===== config.mk =====
export PLATFORM = sky130hd
export DESIGN_NAME = instr_decoder
export DESIGN_NICKNAME = d
export VERILOG_FILES = /design/src/rtl/dec_pkg.sv /design/src/rtl/operand_decoder.sv /design/src/rtl/length_unit.sv /design/src/rtl/instr_decoder.sv
export SDC_FILE = /design/constraint.sdc
export NUM_CORES = 1
export LEC_CHECK = 0
export BUFFER_PORTS_ARGS = -buffer_cell sky130_fd_sc_hd__buf_2
export CAP_MARGIN = 20
export CORE_MARGIN = 2
export CORE_UTILIZATION = 38
export DETAILED_ROUTE_END_ITERATION = 16
export GPL_ROUTABILITY_DRIVEN = 0
export PLACE_DENSITY = 0.89
export RECOVER_POWER = 50
export SLEW_MARGIN = 20
export SYNTH_ARGS = -nofsm -noshare
export SYNTH_HDL_FRONTEND = slang
export SYNTH_SLANG_ARGS = --single-unit

===== constraint.sdc =====
create_clock -name vclk -period 2.26
set_input_delay 0.452 -clock vclk [all_inputs]
set_output_delay 0.452 -clock vclk [all_outputs]
set_load 0.01 [all_outputs]

===== src/rtl/dec_pkg.sv =====
package dec_pkg;

    typedef enum logic [3:0] {
        MODE_REG        = 4'd0,
        MODE_REG_IND    = 4'd1,
        MODE_REG_OFS    = 4'd2,
        MODE_PUSH       = 4'd3,
        MODE_POP        = 4'd4,
        MODE_PEEK       = 4'd5,
        MODE_PICK       = 4'd6,
        MODE_SP         = 4'd7,
        MODE_PC         = 4'd8,
        MODE_EX         = 4'd9,
        MODE_ABS        = 4'd10,
        MODE_IMM_NEXT   = 4'd11,
        MODE_IMM_INLINE = 4'd12
    } opmode_e;

    typedef struct packed {
        opmode_e     mode;
        logic [2:0]  regidx;
        logic [15:0] lit;
        logic        next;
    } operand_t;

endpackage


===== src/rtl/operand_decoder.sv =====
module operand_decoder
    import dec_pkg::*;
#(
    parameter bit          IS_A     = 1'b1,
    parameter int          CODE_W   = 6,
    parameter logic [15:0] LIT_BIAS = 16'h0021
) (
    input  logic [CODE_W-1:0] code,
    output operand_t          opnd
);
    localparam int GRP_W = CODE_W - 3;

    logic [5:0]       code6;
    logic [2:0]       low3;
    logic [GRP_W-1:0] grp;
    logic             in_lit_range;

    assign low3 = code[2:0];
    assign grp  = code[CODE_W-1:3];

    generate
        if (CODE_W >= 6) begin : g_wide
            assign code6        = code[5:0];
            assign in_lit_range = code[5];
        end else begin : g_narrow
            assign code6        = {{(6-CODE_W){1'b0}}, code};
            assign in_lit_range = 1'b0;
        end
    endgenerate

    logic [3:0] grp4;
    assign grp4 = {{(4-GRP_W+((GRP_W>4)?GRP_W:0)){1'b0}}, grp}[3:0];

    always_comb begin
        operand_t opnd_d;
        opnd_d = '{mode: MODE_REG, regidx: 3'd0, lit: 16'd0, next: 1'b0};
        if (in_lit_range) begin
            opnd_d.mode = MODE_IMM_INLINE;
            opnd_d.lit  = {10'd0, code6} - LIT_BIAS;
        end else begin
            unique case (code6[4:3])
                2'd0: begin
                    opnd_d.mode   = MODE_REG;
                    opnd_d.regidx = low3;
                end
                2'd1: begin
                    opnd_d.mode   = MODE_REG_IND;
                    opnd_d.regidx = low3;
                end
                2'd2: begin
                    opnd_d.mode   = MODE_REG_OFS;
                    opnd_d.regidx = low3;
                    opnd_d.next   = 1'b1;
                end
                default: begin
                    unique case (low3)
                        3'd0: opnd_d.mode = IS_A ? MODE_POP : MODE_PUSH;
                        3'd1: opnd_d.mode = MODE_PEEK;
                        3'd2: begin
                            opnd_d.mode = MODE_PICK;
                            opnd_d.next = 1'b1;
                        end
                        3'd3: opnd_d.mode = MODE_SP;
                        3'd4: opnd_d.mode = MODE_PC;
                        3'd5: opnd_d.mode = MODE_EX;
                        3'd6: begin
                            opnd_d.mode = MODE_ABS;
                            opnd_d.next = 1'b1;
                        end
                        default: begin
                            opnd_d.mode = MODE_IMM_NEXT;
                            opnd_d.next = 1'b1;
                        end
                    endcase
                end
            endcase
        end
        opnd = opnd_d;
    end

    logic unused_grp;
    assign unused_grp = ^grp4;

    always_comb begin
        if (opnd.mode != MODE_REG && opnd.mode != MODE_REG_IND && opnd.mode != MODE_REG_OFS)
            assert_regidx_zero_R10: assert (opnd.regidx == 3'd0)
                else $error("register index set for non-register mode");
    end

endmodule


===== src/rtl/length_unit.sv =====
module length_unit #(
    parameter int LEN_W = 2
) (
    input  logic             a_next,
    input  logic             b_next,
    output logic [LEN_W-1:0] length,
    output logic [LEN_W-1:0] cycles
);
    logic [LEN_W-1:0] extra_d;

    always_comb begin
        extra_d = '0;
        if (a_next) extra_d = extra_d + 1'b1;
        if (b_next) extra_d = extra_d + 1'b1;
    end

    assign cycles = extra_d;
    assign length = extra_d + 1'b1;

endmodule


===== src/rtl/instr_decoder.sv =====
module instr_decoder
    import dec_pkg::*;
#(
    parameter int WORD_W = 16,
    parameter int OPC_W  = 5,
    parameter int B_W    = 5,
    parameter int A_W    = 6
) (
    input  logic [WORD_W-1:0] instr_word,
    output logic [OPC_W-1:0]  opcode,
    output logic              is_special,
    output logic [3:0]        a_mode,
    output logic [2:0]        a_reg,
    output logic [15:0]       a_lit,
    output logic              a_next,
    output logic [3:0]        b_mode,
    output logic [2:0]        b_reg,
    output logic              b_next,
    output logic [1:0]        length,
    output logic [1:0]        cycles
);
    localparam int B_LSB = OPC_W;
    localparam int A_LSB = OPC_W + B_W;

    operand_t opa, opb;
    logic     b_next_eff;

    assign opcode     = instr_word[OPC_W-1:0];
    assign is_special = (instr_word[OPC_W-1:0] == '0);

    operand_decoder #(.IS_A(1'b1), .CODE_W(A_W)) u_opa (
        .code (instr_word[A_LSB +: A_W]),
        .opnd (opa)
    );

    operand_decoder #(.IS_A(1'b0), .CODE_W(B_W)) u_opb (
        .code (instr_word[B_LSB +: B_W]),
        .opnd (opb)
    );

    assign a_mode = opa.mode;
    assign a_reg  = opa.regidx;
    assign a_lit  = opa.lit;
    assign a_next = opa.next;

    always_comb begin
        if (is_special) begin
            b_mode     = MODE_REG;
            b_reg      = 3'd0;
            b_next_eff = 1'b0;
        end else begin
            b_mode     = opb.mode;
            b_reg      = opb.regidx;
            b_next_eff = opb.next;
        end
    end
    assign b_next = b_next_eff;

    logic [15:0] unused_blit;
    assign unused_blit = opb.lit;

    length_unit #(.LEN_W(2)) u_len (
        .a_next (opa.next),
        .b_next (b_next_eff),
        .length (length),
        .cycles (cycles)
    );

    always_comb begin
        assert_len_R11: assert (length == 2'd1 + {1'b0, a_next} + {1'b0, b_next})
            else $error("length does not match next-word flags");
        assert_cyc_R11: assert (cycles + 2'd1 == length)
            else $error("cycle cost does not match length");
        assert_b_no_inline_R9: assert (b_mode != MODE_IMM_INLINE)
            else $error("operand b reported inline literal");
        if (a_mode != MODE_IMM_INLINE)
            assert_lit_zero_R10: assert (a_lit == 16'd0)
                else $error("literal set outside inline mode");
        if (is_special)
            assert_special_R12: assert (!b_next && b_mode == MODE_REG)
                else $error("operand b active in special instruction");
    end

endmodule


==> results.yml <==
outcome:
  status: "completed"
place:
  dp_slack_ps: 59.34
  port-buffer-count: 58
  dp_hpwl_mm: 1.311
  post_dp_cell_area_um2: 809.5
floorplanning:
  die_h_um: 43.21
  start_util: 0.3971
  die_w_um: 43.21
  core-area_um2: 1471
  io-pin-count: 58
  die_area_um2: 1867
  rows: 14
final_layout:
  n_antenna_cell: 0
  fin_area_um2: 823.3
  layout.area.seq_um2: 0
  seq_cells: 0
  nClkBuffers: 0
  postLayoutCoreUtil: 0.5595
  syn2layout_area_growth_pct: 40.90
  drive_above_1_share: 0.4924
  nets: 158
detailed_routing:
  viasPerCell: 4.939
  antenna_left: 0
  finalWirelength_mm: 1.539
  dr.pass1.iters: 4
  drtIter0Drc: 8
  drc: 0
  routedWlPerCell_um: 10.40
  via_count: 731
logic_synthesis:
  yosys.cell_count.top_type: "buf_4"
  synth_common_cells: "14 x buf_4, 9 x inv_1, 8 x ha_1, 8 x nor2_1, 5 x and2_1"
  syn_inst: 87
  yosys.area.top_type: "buf_4"
  syn_nets: 111
  avgSynthCellArea_um2: 6.716
  ys_warn_count: 0
  netlist_area_um2: 584.3
  netlist_top_cells_area: "buf_4 18%, ha_1 17%, inv_1 5.8%"
  yosysSeqAreaShare: 0
  synth_top_area_share: 0.1799
  yosysUniqueCellTypes: 29
worst_setup_path:
  required_ps: 1810
  critPathLaunchType: "input pin"
  path_class: "in2out"
  crit_path_end_kind: "primary output"
  arrival_ps: 1770
  crit_path_max_fanout: 4
power:
  finalPower_mw: 0.1542
  power_density_nw_per_um2: 187.3
  p_leak_nw: 0.4913
  ir_drop_mv: 0.09012
global_route:
  overflow: 0
  grt_usage: 0.1552
  grt_pass1_wl_mm: 2.401
  grt_max_degree: 12
  grt_pass1_vias: 579
  grt_antenna_before_repair: 0
timing:
  drv_slew: 0
  setup_ws_ps: 42.09
  fin_crit_ps: 2218
  finalSetupViolCount: 0
  tightestPinTransition_ps: 254.4
  period_share: 0.9814
  slew_headroom: 0.8293
  fmax_mhz: 450.9
  hold_violations: 0
  rsz0062_at_grt: "yes"
  setup_tns_ps: 0
flow_run:
  max-cap-violations: 0
cts:
  post_cts_buffers: 0
  ctsHoldBuffers: 0
min_path:
  hold_path.class: "in2out"
through the flow:
step,hold WS (ps),std cells
after floorplan,937.2,87
after global placement,1104,148
after detailed placement,1106,148
after CTS,1106,148
after global routing,1116,148
final,1107,148
where the power goes:
group | internal [mW] | total (mW) | switching, mW
Clock | 0 | 0 | 0
Combinational | 0.0680 | 0.154 | 0.0862
Sequential | 0 | 0 | 0
cell usage in the layout (no fill, tap or decap), types with 2 or more instances in the layout:
master | netlist | routed
a21o_1 | 2 | 2
a21oi_1 | 3 | 3
a31oi_1 | 2 | 2
and2_0 | 0 | 3
and2_1 | 5 | 2
buf_2 | 1 | 52
buf_4 | 14 | 4
clkbuf_1 | 2 | 6
ha_1 | 8 | 7
inv_1 | 9 | 9
nand2_1 | 3 | 3
nor2_1 | 8 | 7
nor2_2 | 1 | 2
nor2b_1 | 4 | 4
nor3_1 | 4 | 3
nor3_2 | 1 | 2
nor3b_1 | 2 | 2
o211ai_1 | 2 | 2
o21ai_0 | 3 | 3
xor2_1 | 2 | 2
worst max-delay path, stage by stage:
cell and delay [ps]:
buf_2 100, or4_4 560, o21ai_4 140, buf_4 140, a21oi_1 50, ha_1 180, buf_2 130
repair_timing:
| item | 4_1_cts | 5_1_grt |
|---|---|---|
| setup endpoints to repair | 0 | 3 |
| endpoints found under the hold margin | 0 | 0 |
| gates resized for setup | 0 | 4 |
path summary, 6_finish.rpt:
path                 startpoint         to  slack, ps  cells past startpoint
hold / removal    instr_word[0]  opcode[0]       1110                      2
setup / recovery  instr_word[0]  cycles[1]         40                      7
layer usage:
layer  vias up  part of all wire  GRT usage
li1        370                 -          -
met1       333              0.39     0.2127
met2        28              0.55     0.2866
met3         0             0.056          0
met4         0                 0          0
met5         -                 0          0
cell families (layout without fill, tap and decap cells):
family / count (synthesis) / count (layout) / share of synthesized area
xor gates and xnor gates: 2 / 2 / 0.02998
AOI/OAI and AO/OA: 16 / 16 / 0.1756
and+or+nand+nor: 34 / 34 / 0.3469
adders and majority gates: 8 / 8 / 0.1713
muxes: 1 / 1 / 0.01713
buffers and inverters: 26 / 71 / 0.2591
layout make-up:
cell class                      instances  area [um2]
Inverter                                9       33.78
Multi-Input combinational cell         61       456.7
Tap cell                               16       20.02
Timing Repair Buffer                   62       312.8
Fill cell                             142       648.1
Power figures use the tool's default switching activity.
